## config.mk

```make
export PLATFORM = sky130hd
export DESIGN_NAME = i2c_scl_rate_gen
export DESIGN_NICKNAME = d
export VERILOG_FILES = /design/src/rtl/i2c_sclgen_pkg.sv /design/src/rtl/scl_line_filter.sv /design/src/rtl/scl_phase_timer.sv /design/src/rtl/i2c_scl_rate_gen.sv
export SDC_FILE = /design/constraint.sdc
export NUM_CORES = 1
export LEC_CHECK = 0
export BUFFER_PORTS_ARGS = -buffer_cell sky130_fd_sc_hd__buf_2
export CAP_MARGIN = 20
export CORE_UTILIZATION = 55
export DETAILED_ROUTE_END_ITERATION = 10
export PLACE_DENSITY = 0.76
export SYNTH_ARGS = -nofsm -noshare
export SYNTH_HDL_FRONTEND = slang
export SYNTH_SLANG_ARGS = --single-unit
```

## constraint.sdc

```tcl
create_clock -name clk -period 5.8 [get_ports clk]
set_clock_uncertainty 0.2 [all_clocks]
set_input_delay 1.74 -clock clk [delete_from_list [all_inputs] [get_ports clk]]
set_output_delay 1.74 -clock clk [all_outputs]
set_load 0.03 [all_outputs]
```

## src/rtl/i2c_sclgen_pkg.sv

```systemverilog
package i2c_sclgen_pkg;
  localparam int OVH_BYPASS = 4;
  localparam int OVH_PRESC  = 3;

  typedef enum logic [1:0] {
    PH_IDLE = 2'd0,
    PH_WAIT = 2'd1,
    PH_HIGH = 2'd2,
    PH_LOW  = 2'd3
  } phase_e;
endpackage

```

## src/rtl/scl_line_filter.sv

```systemverilog
module scl_line_filter #(
  parameter int SYNC_STAGES = 2
) (
  input  logic clk,
  input  logic rst,
  input  logic line_i,
  output logic filt_o
);
  logic [SYNC_STAGES-1:0] sync_q;

  always_ff @(posedge clk) begin
    if (rst) begin
      sync_q <= '1;
      filt_o <= 1'b1;
    end else begin
      sync_q <= {sync_q[SYNC_STAGES-2:0], line_i};
      if (sync_q[SYNC_STAGES-1] == sync_q[SYNC_STAGES-2])
        filt_o <= sync_q[SYNC_STAGES-1];
    end
  end

  AST_FILT_AGREES: assert property (@(posedge clk) disable iff (rst)
    (filt_o != $past(filt_o)) |-> ($past(sync_q[SYNC_STAGES-1]) == filt_o));
endmodule

```

## src/rtl/scl_phase_timer.sv

```systemverilog
module scl_phase_timer #(
  parameter int SEL_W = 3,
  parameter int TGT_W = 6
) (
  input  logic             clk,
  input  logic             rst,
  input  logic             clr_i,
  input  logic             run_i,
  input  logic [SEL_W-1:0] sel_i,
  input  logic [TGT_W-1:0] target_i,
  output logic             last_o
);
  localparam int DIV_W = (1 << SEL_W) - 1;

  logic [DIV_W-1:0] div_q;
  logic [DIV_W-1:0] div_mask;
  logic [TGT_W-1:0] pcnt_q;
  logic             div_end;

  assign div_mask = ~({DIV_W{1'b1}} << sel_i);
  assign div_end  = (div_q == div_mask);
  assign last_o   = run_i && div_end && (pcnt_q == target_i - TGT_W'(1));

  always_ff @(posedge clk) begin
    if (rst || clr_i) begin
      div_q  <= '0;
      pcnt_q <= '0;
    end else if (run_i) begin
      if (div_end) begin
        div_q  <= '0;
        pcnt_q <= pcnt_q + TGT_W'(1);
      end else begin
        div_q <= div_q + DIV_W'(1);
      end
    end
  end

  AST_CLR_ZEROES: assert property (@(posedge clk) disable iff (rst)
    clr_i |=> !last_o || (target_i == TGT_W'(1) && div_mask == '0));
endmodule

```

## src/rtl/i2c_scl_rate_gen.sv

```systemverilog
module i2c_scl_rate_gen
  import i2c_sclgen_pkg::*;
#(
  parameter int SEL_W       = 3,
  parameter int LEN_W       = 5,
  parameter int SYNC_STAGES = 2
) (
  input  logic             clk,
  input  logic             rst,
  input  logic             en_i,
  input  logic             hold_i,
  input  logic [SEL_W-1:0] div_sel_i,
  input  logic [LEN_W-1:0] low_len_i,
  input  logic [LEN_W-1:0] high_len_i,
  input  logic             scl_i,
  output logic             scl_pull_o,
  output logic             fall_tick_o,
  output logic             rise_tick_o
);
  localparam int TGT_W = LEN_W + 1;

  function automatic logic [TGT_W-1:0] phase_target(
    input logic [LEN_W-1:0] len, input logic [SEL_W-1:0] sel);
    logic [TGT_W-1:0] eff;
    eff = (len == '0) ? TGT_W'(1) : TGT_W'(len);
    return eff + ((sel == '0) ? TGT_W'(OVH_BYPASS) : TGT_W'(OVH_PRESC));
  endfunction

  phase_e           st_q;
  logic             active;
  logic             filt;
  logic             last;
  logic             start_high;
  logic             end_high;
  logic             end_low;
  logic             tmr_clr;
  logic             tmr_run;
  logic [TGT_W-1:0] tgt;

  assign active     = en_i && !hold_i;
  assign start_high = (st_q == PH_WAIT) && filt;
  assign end_high   = (st_q == PH_HIGH) && last;
  assign end_low    = (st_q == PH_LOW) && last;
  assign tmr_run    = (st_q == PH_HIGH) || (st_q == PH_LOW);
  assign tmr_clr    = !active || start_high || end_high || end_low;
  assign tgt        = (st_q == PH_LOW) ? phase_target(low_len_i, div_sel_i)
                                       : phase_target(high_len_i, div_sel_i);

  scl_line_filter #(.SYNC_STAGES(SYNC_STAGES)) u_filt (
    .clk    (clk),
    .rst    (rst),
    .line_i (scl_i),
    .filt_o (filt)
  );

  scl_phase_timer #(.SEL_W(SEL_W), .TGT_W(TGT_W)) u_tmr (
    .clk      (clk),
    .rst      (rst),
    .clr_i    (tmr_clr),
    .run_i    (tmr_run),
    .sel_i    (div_sel_i),
    .target_i (tgt),
    .last_o   (last)
  );

  always_ff @(posedge clk) begin
    if (rst || !active) begin
      st_q        <= PH_IDLE;
      scl_pull_o  <= 1'b0;
      fall_tick_o <= 1'b0;
      rise_tick_o <= 1'b0;
    end else begin
      rise_tick_o <= start_high;
      fall_tick_o <= end_high;
      case (st_q)
        PH_IDLE: st_q <= PH_WAIT;
        PH_WAIT: if (start_high) st_q <= PH_HIGH;
        PH_HIGH: if (end_high) begin
          st_q       <= PH_LOW;
          scl_pull_o <= 1'b1;
        end
        PH_LOW: if (end_low) begin
          st_q       <= PH_WAIT;
          scl_pull_o <= 1'b0;
        end
        default: st_q <= PH_IDLE;
      endcase
    end
  end

  AST_FALL_WITH_PULL: assert property (@(posedge clk) disable iff (rst)
    fall_tick_o |-> scl_pull_o);
  AST_PULL_ROSE_TICK: assert property (@(posedge clk) disable iff (rst)
    $rose(scl_pull_o) |-> fall_tick_o);
  AST_TICKS_APART: assert property (@(posedge clk) disable iff (rst)
    !(fall_tick_o && rise_tick_o));
  AST_RISE_RELEASED: assert property (@(posedge clk) disable iff (rst)
    rise_tick_o |-> !scl_pull_o);
  AST_OFF_RELEASES: assert property (@(posedge clk) disable iff (rst)
    !active |=> (!scl_pull_o && !fall_tick_o && !rise_tick_o));
endmodule

```

==> qor.txt <==
post-layout min period -> 5220 ps
drt wl/cell -> 13.2 um
layout cells sized above 1 -> 21.4%
final setup violating endpoints -> 0
fill cell count -> 275
Tot Pwr -> 0.299 mW
yosys warns -> 0
die width -> 58.2 um
PwrDens -> 160 nW/um^2
initial antenna violation count -> 0
top cell family by delay on the critical path -> adder cells
CTS max path bufs -> 2
Setup WS post-layout -> 577 ps
DRT iter0 DRCs -> 66
DP HPWL -> 2720 um
Leak -> 0.722 nW
crit path cell chain -> buf_2 > or3_1 > ha_1 > fa_1 > mux2i_1 > ha_1 > o21a_1 > a2111oi_0 > mux2_4 > o311a_4 > or2_1 > nor2_2
Post-Syn Area -> 1740 um^2
vias -> 1,464
Inst Count DP -> 255
most frequent cells in the layout -> dfxtp_1, buf_2, nor2_1
Final ANT Viol Nets -> 0
site row count -> 20
CTS clk-pin slew, worst paths -> 120 ps
post-CTS setup buffer count -> 0
critical path data required time -> 5790 ps
initial core utilization -> 57.4%
ys async rst share -> 0%
mean post-synth cell area -> 8.60 um^2
Worst path most repeated cell -> ha_1
met1 Track Usage GR -> 27.9%
area grow syn2layout -> 7.56%
CTS tree -> yes
synth unique cells -> 55
dpl ws -> 270 ps
Post-Route WL -> 3430 um
final net count -> 248
Critical Path Start Type -> input port
CP arrival -> 5210 ps
Achievable Freq -> 0.191 GHz
htree depth -> 1
max incr delay on CP -> 560 ps
Max-cap violations -> 0
register area share after synthesis -> 24.2%
Buf+Inv Stages, Crit Path -> 1
Hold Crit Class -> register to register
final design instance area without fill -> 1870 um^2
post-layout util -> 61.7%
outcome -> finished, final reports clean
Worst slew margin -> 50.7%
Post-Layout Cell Count -> 259
largest net degree at the start of global routing -> 20
grt met2 use -> 40.2%
Pre-antenna DRT Iters -> 4
vias in the first global route -> 1,415
Die H -> 58.2 um
Final Wtd Congestion -> 0.776
CP max FO -> 8
first-pass GRT wire length -> 6030 um
gr busiest metal -> met2
port bufs -> 20
met3 Usage GRT -> 2.46%
net count after synthesis -> 234
I/O Pins -> 21
gr usage total -> 22.4%
Worst-Skew Late Latency -> 300 ps
Placed Area -> 1840 um^2
Final Slew Violations -> 0
final hold vios -> 0
Post-synth EDFFs -> 0
number of buffers created by CTS -> 3
slowest CP cell -> fa_1
dominant synthesized flop cell -> dfxtp_1
most common cell after layout, fill and taps aside -> dfxtp_1
Root Driver -> clkbuf_4
Die ar. -> 3390 um^2
cell count after synthesis -> 202
post-route DRC violation count -> 0
RSZ-0062 raised after global routing -> false
Core Area -> 3030 um^2
Post-CTS Resized -> 0
antenna cells -> 0
Final Cycle Share -> 90.0%
post-synthesis register bit count -> 21
critical path endpoint category -> register
Sink Count -> 21
hold_ws -> 299 ps
gr ovfl total -> 0
DR vias/cell -> 5.65
worst vdd ir -> 0.106 mV
Hold Buf Count CTS -> 0
TNS Setup -> 0 ps
WS Path Type -> input port to register
Slew @ Worst Pin -> 740 ps
sequential cells by signal (all words and copies together), names as in the netlist:
| register | cells |
|---|---|
| fall_tick_o | 1 |
| rise_tick_o | 1 |
| scl_pull_o | 1 |
| st_q | 2 |
| u_filt.filt_o | 1 |
| u_filt.sync_q | 2 |
| u_tmr.div_q | 7 |
| u_tmr.pcnt_q | 6 |
where the power goes:
part	switching (mW)	internal, mW
Clock	0.0432	0.0257
Combinational	0.0461	0.0382
Sequential	0.000831	0.145
Total	0.0902	0.209
area by class of cell:
cell class                 count  area, um^2  area share [%]
multi-input combinational    163        1240            66.3
sequential                    21         420            22.5
timing repair buffer          20         100            5.36
tap                           44        55.1            2.95
inverter                       7        26.3            1.41
clock buffer                   3        22.5            1.21
clock inverter                 1        5.00           0.268
worst paths after layout:
| kind | from | slack [ps] | cells past startpoint | to |
|---|---|---|---|---|
| setup / recovery | div_sel_i[2] | 580 | 12 | u_tmr.pcnt_q[5] |
| hold / removal | u_filt.sync_q[0] | 300 | 1 | u_filt.sync_q[1] |
| hold reg to reg | u_filt.sync_q[0] | 300 | 1 | u_filt.sync_q[1] |
| setup reg to reg | st_q[1] | 2310 | 9 | u_tmr.pcnt_q[5] |
cell usage after synthesis (3+ instances only):
master     n  area share, %
dfxtp_1   21             24
nor2_1    16            3.5
nand2_1   13            2.8
ha_1      12            8.6
xor2_1    12            6.1
xnor2_1    9            4.5
nor2_2     8            2.9
nor3_1     8            2.3
a21oi_1    7            2.0
clkbuf_1   7            1.5
inv_1      7            1.5
mux2i_1    6            3.5
nand4_1    6            2.2
nand3_1    5            1.4
or2_2      5            1.8
a211oi_1   4            1.7
a21o_1     4            1.7
nand2b_1   3            1.1
o21ai_0    3           0.86
routing by layer:
layer,up-vias,part of all wire [%]
li1,747,-
met1,677,46
met2,34,50
met3,6,3.3
met4,0,1.1
met5,-,0
cell families after synthesis:
kind of cell / count (synthesis) / synth area share, %
compound gates: 36 / 16.6
xor+xnor: 22 / 11.9
fa+ha+maj: 14 / 11.0
buf+inv: 18 / 4.47
flops: 21 / 24.2
mux: 8 / 5.11
simple gates: 83 / 26.8
(Power assumes the default switching activity.)
